**src/rtl/lcd_scan_pkg.sv**
```systemverilog
package lcd_scan_pkg;
   typedef enum logic [1:0] {
      EDGE_RISE = 2'd0,
      EDGE_FALL = 2'd1,
      EDGE_BOTH = 2'd2
   } edge_kind_e;
endpackage

```
**src/rtl/scan_sync_edge.sv**
```systemverilog
// Synchronises an asynchronous level and produces a one-cycle strobe on the
// selected transition(s).
module scan_sync_edge #(
   parameter int                      STAGES = 2,
   parameter lcd_scan_pkg::edge_kind_e KIND  = lcd_scan_pkg::EDGE_RISE
) (
   input  logic clk,
   input  logic rst_n,
   input  logic async_in,
   output logic strobe
);
   logic [STAGES-1:0] sync_q;
   logic              last_q;
   logic              cur;

   if (STAGES < 2) begin : g_bad_stages
      $error("scan_sync_edge: STAGES must be at least 2");
   end

   always_ff @(posedge clk) begin
      if (!rst_n) begin
         sync_q <= '0;
         last_q <= 1'b0;
      end else begin
         sync_q <= {sync_q[STAGES-2:0], async_in};
         last_q <= sync_q[STAGES-1];
      end
   end

   assign cur = sync_q[STAGES-1];

   if (KIND == lcd_scan_pkg::EDGE_RISE) begin : g_rise
      assign strobe = cur & ~last_q;
   end else if (KIND == lcd_scan_pkg::EDGE_FALL) begin : g_fall
      assign strobe = ~cur & last_q;
   end else begin : g_both
      assign strobe = cur ^ last_q;
   end
endmodule

```
**src/rtl/scan_start_reg.sv**
```systemverilog
// Holds the programmed first display line.
module scan_start_reg #(
   parameter int W = 5
) (
   input  logic         clk,
   input  logic         rst_n,
   input  logic         wr_en,
   input  logic [W-1:0] wr_data,
   output logic [W-1:0] value_q
);
   always_ff @(posedge clk) begin
      if (!rst_n)     value_q <= '0;
      else if (wr_en) value_q <= wr_data;
   end
endmodule

```
**src/rtl/scan_line_counter.sv**
```systemverilog
// Reloadable line counter; reload has priority over advance.
module scan_line_counter #(
   parameter int LINES = 32,
   parameter int W     = $clog2(LINES)
) (
   input  logic         clk,
   input  logic         rst_n,
   input  logic         reload,
   input  logic         advance,
   input  logic [W-1:0] load_val,
   output logic [W-1:0] count_q
);
   localparam logic [W-1:0] TOP = W'(LINES - 1);

   logic [W-1:0] stepped;

   always_comb begin
      if (count_q == TOP) stepped = '0;
      else                stepped = count_q + W'(1);
   end

   always_ff @(posedge clk) begin
      if (!rst_n)       count_q <= '0;
      else if (reload)  count_q <= load_val;
      else if (advance) count_q <= stepped;
   end
endmodule

```
**src/rtl/lcd_line_scan.sv**
```systemverilog
module lcd_line_scan #(
   parameter  int LINES       = 32,
   parameter  int SYNC_STAGES = 2,
   parameter  bit CL_ON_RISE  = 1'b1,
   localparam int LW          = $clog2(LINES)
) (
   input  logic          clk,
   input  logic          rst_n,
   input  logic          start_wr,
   input  logic [LW-1:0] start_data,
   input  logic          fr_in,
   input  logic          cl_in,
   output logic [LW-1:0] line_ptr
);
   import lcd_scan_pkg::*;

   localparam edge_kind_e CL_KIND = CL_ON_RISE ? EDGE_RISE : EDGE_FALL;

   if (LINES < 2 || (1 << LW) != LINES) begin : g_bad_lines
      $error("lcd_line_scan: LINES must be a power of two, at least 2");
   end
   if (SYNC_STAGES < 2) begin : g_bad_sync
      $error("lcd_line_scan: SYNC_STAGES must be at least 2");
   end

   logic          fr_stb;
   logic          cl_stb;
   logic [LW-1:0] start_q;

   scan_sync_edge #(.STAGES(SYNC_STAGES), .KIND(EDGE_BOTH)) u_fr_edge (
      .clk(clk), .rst_n(rst_n), .async_in(fr_in), .strobe(fr_stb)
   );

   scan_sync_edge #(.STAGES(SYNC_STAGES), .KIND(CL_KIND)) u_cl_edge (
      .clk(clk), .rst_n(rst_n), .async_in(cl_in), .strobe(cl_stb)
   );

   scan_start_reg #(.W(LW)) u_start (
      .clk(clk), .rst_n(rst_n), .wr_en(start_wr), .wr_data(start_data),
      .value_q(start_q)
   );

   scan_line_counter #(.LINES(LINES), .W(LW)) u_count (
      .clk(clk), .rst_n(rst_n), .reload(fr_stb), .advance(cl_stb),
      .load_val(start_q), .count_q(line_ptr)
   );
endmodule

```
**config.mk**
```make
export PLATFORM = sky130hd
export DESIGN_NAME = lcd_line_scan
export DESIGN_NICKNAME = d
export VERILOG_FILES = /design/src/rtl/lcd_scan_pkg.sv /design/src/rtl/scan_sync_edge.sv /design/src/rtl/scan_start_reg.sv /design/src/rtl/scan_line_counter.sv /design/src/rtl/lcd_line_scan.sv
export SDC_FILE = /design/constraint.sdc
export NUM_CORES = 1
export LEC_CHECK = 0
export ABC_AREA = 1
export BUFFER_PORTS_ARGS = -buffer_cell sky130_fd_sc_hd__buf_2
export CAP_MARGIN = 10
export CORE_MARGIN = 2
export CORE_UTILIZATION = 49
export CTS_BUF_LIST = sky130_fd_sc_hd__clkbuf_4
export CTS_CLUSTER_DIAMETER = 200
export CTS_CLUSTER_SIZE = 10
export DETAILED_ROUTE_END_ITERATION = 8
export PLACE_DENSITY = 0.79
export SETUP_SLACK_MARGIN = 0.15
export SLEW_MARGIN = 30
export SYNTH_ARGS = -nofsm -noshare
export SYNTH_HDL_FRONTEND = slang
export SYNTH_SLANG_ARGS = --single-unit
```
**constraint.sdc**
```tcl
create_clock -name clk -period 1.25 [get_ports clk]
set_clock_uncertainty 0.05 [all_clocks]
set_input_delay 0 -clock clk [delete_from_list [all_inputs] [get_ports clk]]
set_output_delay 0 -clock clk [all_outputs]
set_load 0.01 [all_outputs]
```
Yosys cells after proc, flatten, opt, wreduce, memory -nomap -nowiden
Cells that the tools add are included.

Input bits: 10. Output and inout bits: 5. Register bits: 16.

Bitwise gates (word level): 3. $add $sub $neg: 1. Reductions and logical operators: 1. Mux-type cells: 3. Eq/ne operators: 1.

Operators with widths (number): $mux W5 (3); $add A5 B1 Y5 const B (1); $eq A5 B5 Y1 const B (1); $reduce_bool A2 Y1 (1); $and A1 B1 Y1 (1); $not A1 Y1 (1); $xor A1 B1 Y1 (1).

Depth between registers and ports, before layout
Depth after elaboration: 4. Depth in mapped cells: 9.

By module
Synthesis repeated with hierarchy kept, for this count alone.

Cells, all modules: 106. Area, all modules: 726.9 um^2.

By module, submodules not included: scan_line_counter (seq. area each 100.1 um^2, cells each 50, area each 327.8 um^2, instances 1); scan_start_reg (seq. area each 100.1 um^2, cells each 31, area each 205.2 um^2, instances 1); scan_sync_edge at u_fr_edge (seq. area each 60.1 um^2, cells each 14, area each 101.3 um^2, instances 1); scan_sync_edge at u_cl_edge (seq. area each 60.1 um^2, cells each 11, area each 92.6 um^2, instances 1).

Least setup slack after synthesis
Ideal clock, no wire load.

Path type: flip-flop to flip-flop. From: reg u_count.count_q[0]. To: reg u_count.count_q[4]. Stages on the path, launching flop included: 9. Period minus slack after synthesis: 1.421 ns. Arrival time: 1.257 ns. Slack: -0.171 ns. Data required time: 1.086 ns. Path through: dfxtp_1 -> ha_1 -> inv_1 -> nor3_1 -> ha_1 -> nand3_1 -> nand2_1 -> nor2_1 -> nor2_1.

Cells in the longest elaborated chain, start to end: 4. Elaborated cells between the ends (all ways): 5. Classes of those cells: 1 x add/sub; 1 x eq/ne; 3 x mux.

Ends and longest elaborated chain: start, declared (RTL line scan_line_counter.sv:11) `output logic [W-1:0] count_q`; start signal, assigned (RTL line scan_line_counter.sv:24) `else if (reload) count_q <= load_val;`; start signal, assigned (RTL line scan_line_counter.sv:25) `else if (advance) count_q <= stepped;`; $add A5 B1 Y5 or $eq A5 B5 Y1 (tied branches) (RTL line scan_line_counter.sv:19, scan_line_counter.sv:18); $mux W5 (*) (RTL line scan_line_counter.sv:18) `if (count_q == TOP) stepped = '0;`; $mux W5 (*) (RTL line scan_line_counter.sv:25); $mux W5 (*) (RTL line scan_line_counter.sv:24).

Mark *: on every way between the ends. The rest lies on a longest branch, timed or not. The select of a mux whose other input is x is not followed. A chain may end at the register's enable or synchronous reset.

Worst setup path after layout
From: reg u_count.count_q[1]. To: reg u_count.count_q[4].

The elaborated chain is that of the path after synthesis.

==> results.md <==
* Status: complete, but fails checks
* Failing checks: setup timing
* GPL Wtd Cong at 0.826
* First-pass GRT wire length at 2590 um
* RSZ-0062 raised after global routing: true
* F_max at 0.736 GHz
* Site row count at 13
* Drt wl/cell at 10.7 um
* Worst Path Required at around 1400 ps
* Initial DRC Count at 10
* Count leader, synth: nand2_1
* Setup CP Type: reg2reg
* EDFF count, synth at 0
* Top_reg_cell synth: dfxtp_1
* Critical path fanouts, max at 2
* Max-slew violations at 0
* Vias in the first global route at between 600 and 700
* Initial DRT Pass Iterations at 5
* Distinct cells, synth at 15
* Synth-to-layout area growth at 41.4%
* Worst-Skew Late Latency at 270 ps
* Reg2reg setup slack at -110 ps
* Final Total Pwr at roughly 980 uW
* Internal power at between 700 and 800 uW
* Final net count at between 100 and 150
* Largest stage delay, worst path at approximately 360 ps
* Comb pwr share at between 15 and 20%
* Critical path cell sequence: ha_4 -> inv_4 -> nor3_4 -> ha_1 -> nand3_1 -> nand2_1 -> nor2_2 -> nor2_1
* Residual DRC count at 0
* Pleak at about 0.52 nW
* Total GRT Usage at a little under a fifth
* Final Cycle Share at 109%
* Clk sinks at 16
* Sw Ratio at 25.5%
* Reg power frac at roughly 56%
* Final hold slack at between 300 and 400 ps
* Post-Synth Simple-Gate Area at a little under a third
* Synth Register Bits at 16
* Final antenna-violating net count at 0
* DP Cell Count at around 130
* H-tree depth at 1
* Worst setup SP type: flip-flop
* Starting Density at 53.2%
* Finished Cell Area at approximately 990 um2
* Worst Setup End Kind: flip-flop
* Yosys top cell area share at ~46%
* Largest family of logic cells by synthesized area: simple AND/OR/NAND/NOR gates
* Cell Area, Synth at ~700 um2
* Initial antenna violation count at 0
* Max-slew headroom at about 87%
* Drt total wl at between 1500 and 2000 um
* CTS tree: yes
* Die Ht at 41.8 um
* Final core utilization at between 70% and 80%
* Longest Clk Path Bufs at 2
* Min Tclk post-route at between 1000 and 1500 ps
* Post-Layout Cell Count at approximately 150
* Final hold viol count at 0
* Synth top area cells: dfxtp_1 (46%), nand2_1 (12%), inv_1 (10%)
* Slew @ Worst Pin at ~190 ps
* Gr ovfl total at 0
* Hold WC Path Type: reg2reg
* Ant diodes at 0
* Max Cap Viol at 0
* Synth Area in Adders at ~3.6%
* IO Pins at 15
* FFs w/ async S/R, synth at 0%
* Post-synthesis compound-gate area fraction at approximately 8%
* HPWL after detailed placement at just under 1000 um
* PortBufs at 14
* Synth Area in XOR/XNOR at 0%
* Max IR drop VDD at approximately 0.69 mV
* Synth Instances at 101
* Largest net degree at the start of global routing at 14
* Die area at approximately 0.0017 mm2
* Crit path DAT at between 1000 and 1500 ps
* Vias per cell at approximately 4.7
* Pre-CTS setup slack at -54.7 ps
* Syn Nets at ~110
* Layout cells sized above 1 at 28.0%
* Cts bufs inserted at 3
* Die W at around 42 um
* Avg Cell Area, Syn at ~6.9 um2
* P_sw at around 250 uW
* Placed cell areas at about 840 um2
* Fin Setup TNS at -233 ps
* Most instantiated cells after synthesis: nand2_1 (22), inv_1 (19), dfxtp_1 (16)
* Core area at 0.00132 mm2
* Setup-failing EPs final at 4
* Clk pwr share at roughly a quarter
* PwrDens at 989 mW/mm2
* Root Driver: clkbuf_4
* Setup ws final at -109 ps
* Cell taking the most area after synthesis: dfxtp_1
* YS warnings at 0
* Critical-path top delay cell: dfxtp_4
* Vias at 697
* Mux contribution to synthesized area at 0%
* Sequential fraction of the synthesis area at between 40% and 50%
* Worst-path clk slew at roughly 90 ps
final cells by class:
type	instances	area, um2
Clock buffer	3	22.5
Sequential cell	16	330
Inverter	20	77.6
Fill cell	95	327
Timing Repair Buffer	28	198
Tap cell	15	18.8
Multi-Input combinational cell	65	344
timing repair:
action                                  in CTS  in global routing
resized for setup                            0                  7
endpoints found under the hold margin       11                  0
gates cloned                                 0                  1
pin swaps                                    0                  3
endpoints found under the setup margin       4                  5
setup buffers                                0                  1
hold buffers                                 9                  0
logic make-up after synthesis:
kind of cell	Yosys count
compound gates	11
flops	16
buf+inv	21
simple gates	51
fa+ha+maj	2
cells in the final DEF, fill, tap and decap left out, types with 3 or more instances in the layout:
cell type / count
a21oi_1: 3
buf_2: 14
buf_4: 5
clkbuf_4: 3
dfxtp_1: 12
dlygate4sd3_1: 9
inv_1: 18
nand2_1: 21
nand2_2: 3
nand3_1: 8
nor2_1: 14
o21ai_0: 6
critical path: cells and delay by family, from the launching register on:
family,cells,cell delay (ps)
simple gates,5,410
fa+ha+maj,2,380
flops,1,360
buf+inv,1,40
flip-flops by register name (all words and copies together) (netlist names):
| signal | count |
|---|---|
| u_count.count_q | 5 |
| u_start.value_q | 5 |
| u_cl_edge.sync_q | 2 |
| u_fr_edge.sync_q | 2 |
| u_cl_edge.last_q | 1 |
| u_fr_edge.last_q | 1 |
worst paths after layout:
kind | from | endpoint | depth (start not counted)
worst max-delay path | u_count.count_q[1] | u_count.count_q[4] | 8
worst min register to register | u_fr_edge.sync_q[0] | u_fr_edge.sync_q[1] | 2
worst min-delay path | u_fr_edge.sync_q[0] | u_fr_edge.sync_q[1] | 2
worst max register to register | u_count.count_q[1] | u_count.count_q[4] | 8
power groups by stage:
stage / logic [mW] / clock network (mW) / registers, mW
after CTS: 0.154 / 0.265 / 0.553
final: 0.168 / 0.258 / 0.554
after global routing: 0.190 / 0.288 / 0.558
after detailed placement: 0.133 / 0 / 0.565
after floorplan: 0.0733 / 0 / 0.572
after global placement: 0.128 / 0 / 0.564
metal layers:
metal	share of wire, %	vias up	GRT usage (%)
met5	0	-	0
met4	1.1	0	5.16
met3	4.2	2	4.35
met2	51	24	35.6
met1	44	298	21.2
li1	-	373	-
(Power assumes the default switching activity.)
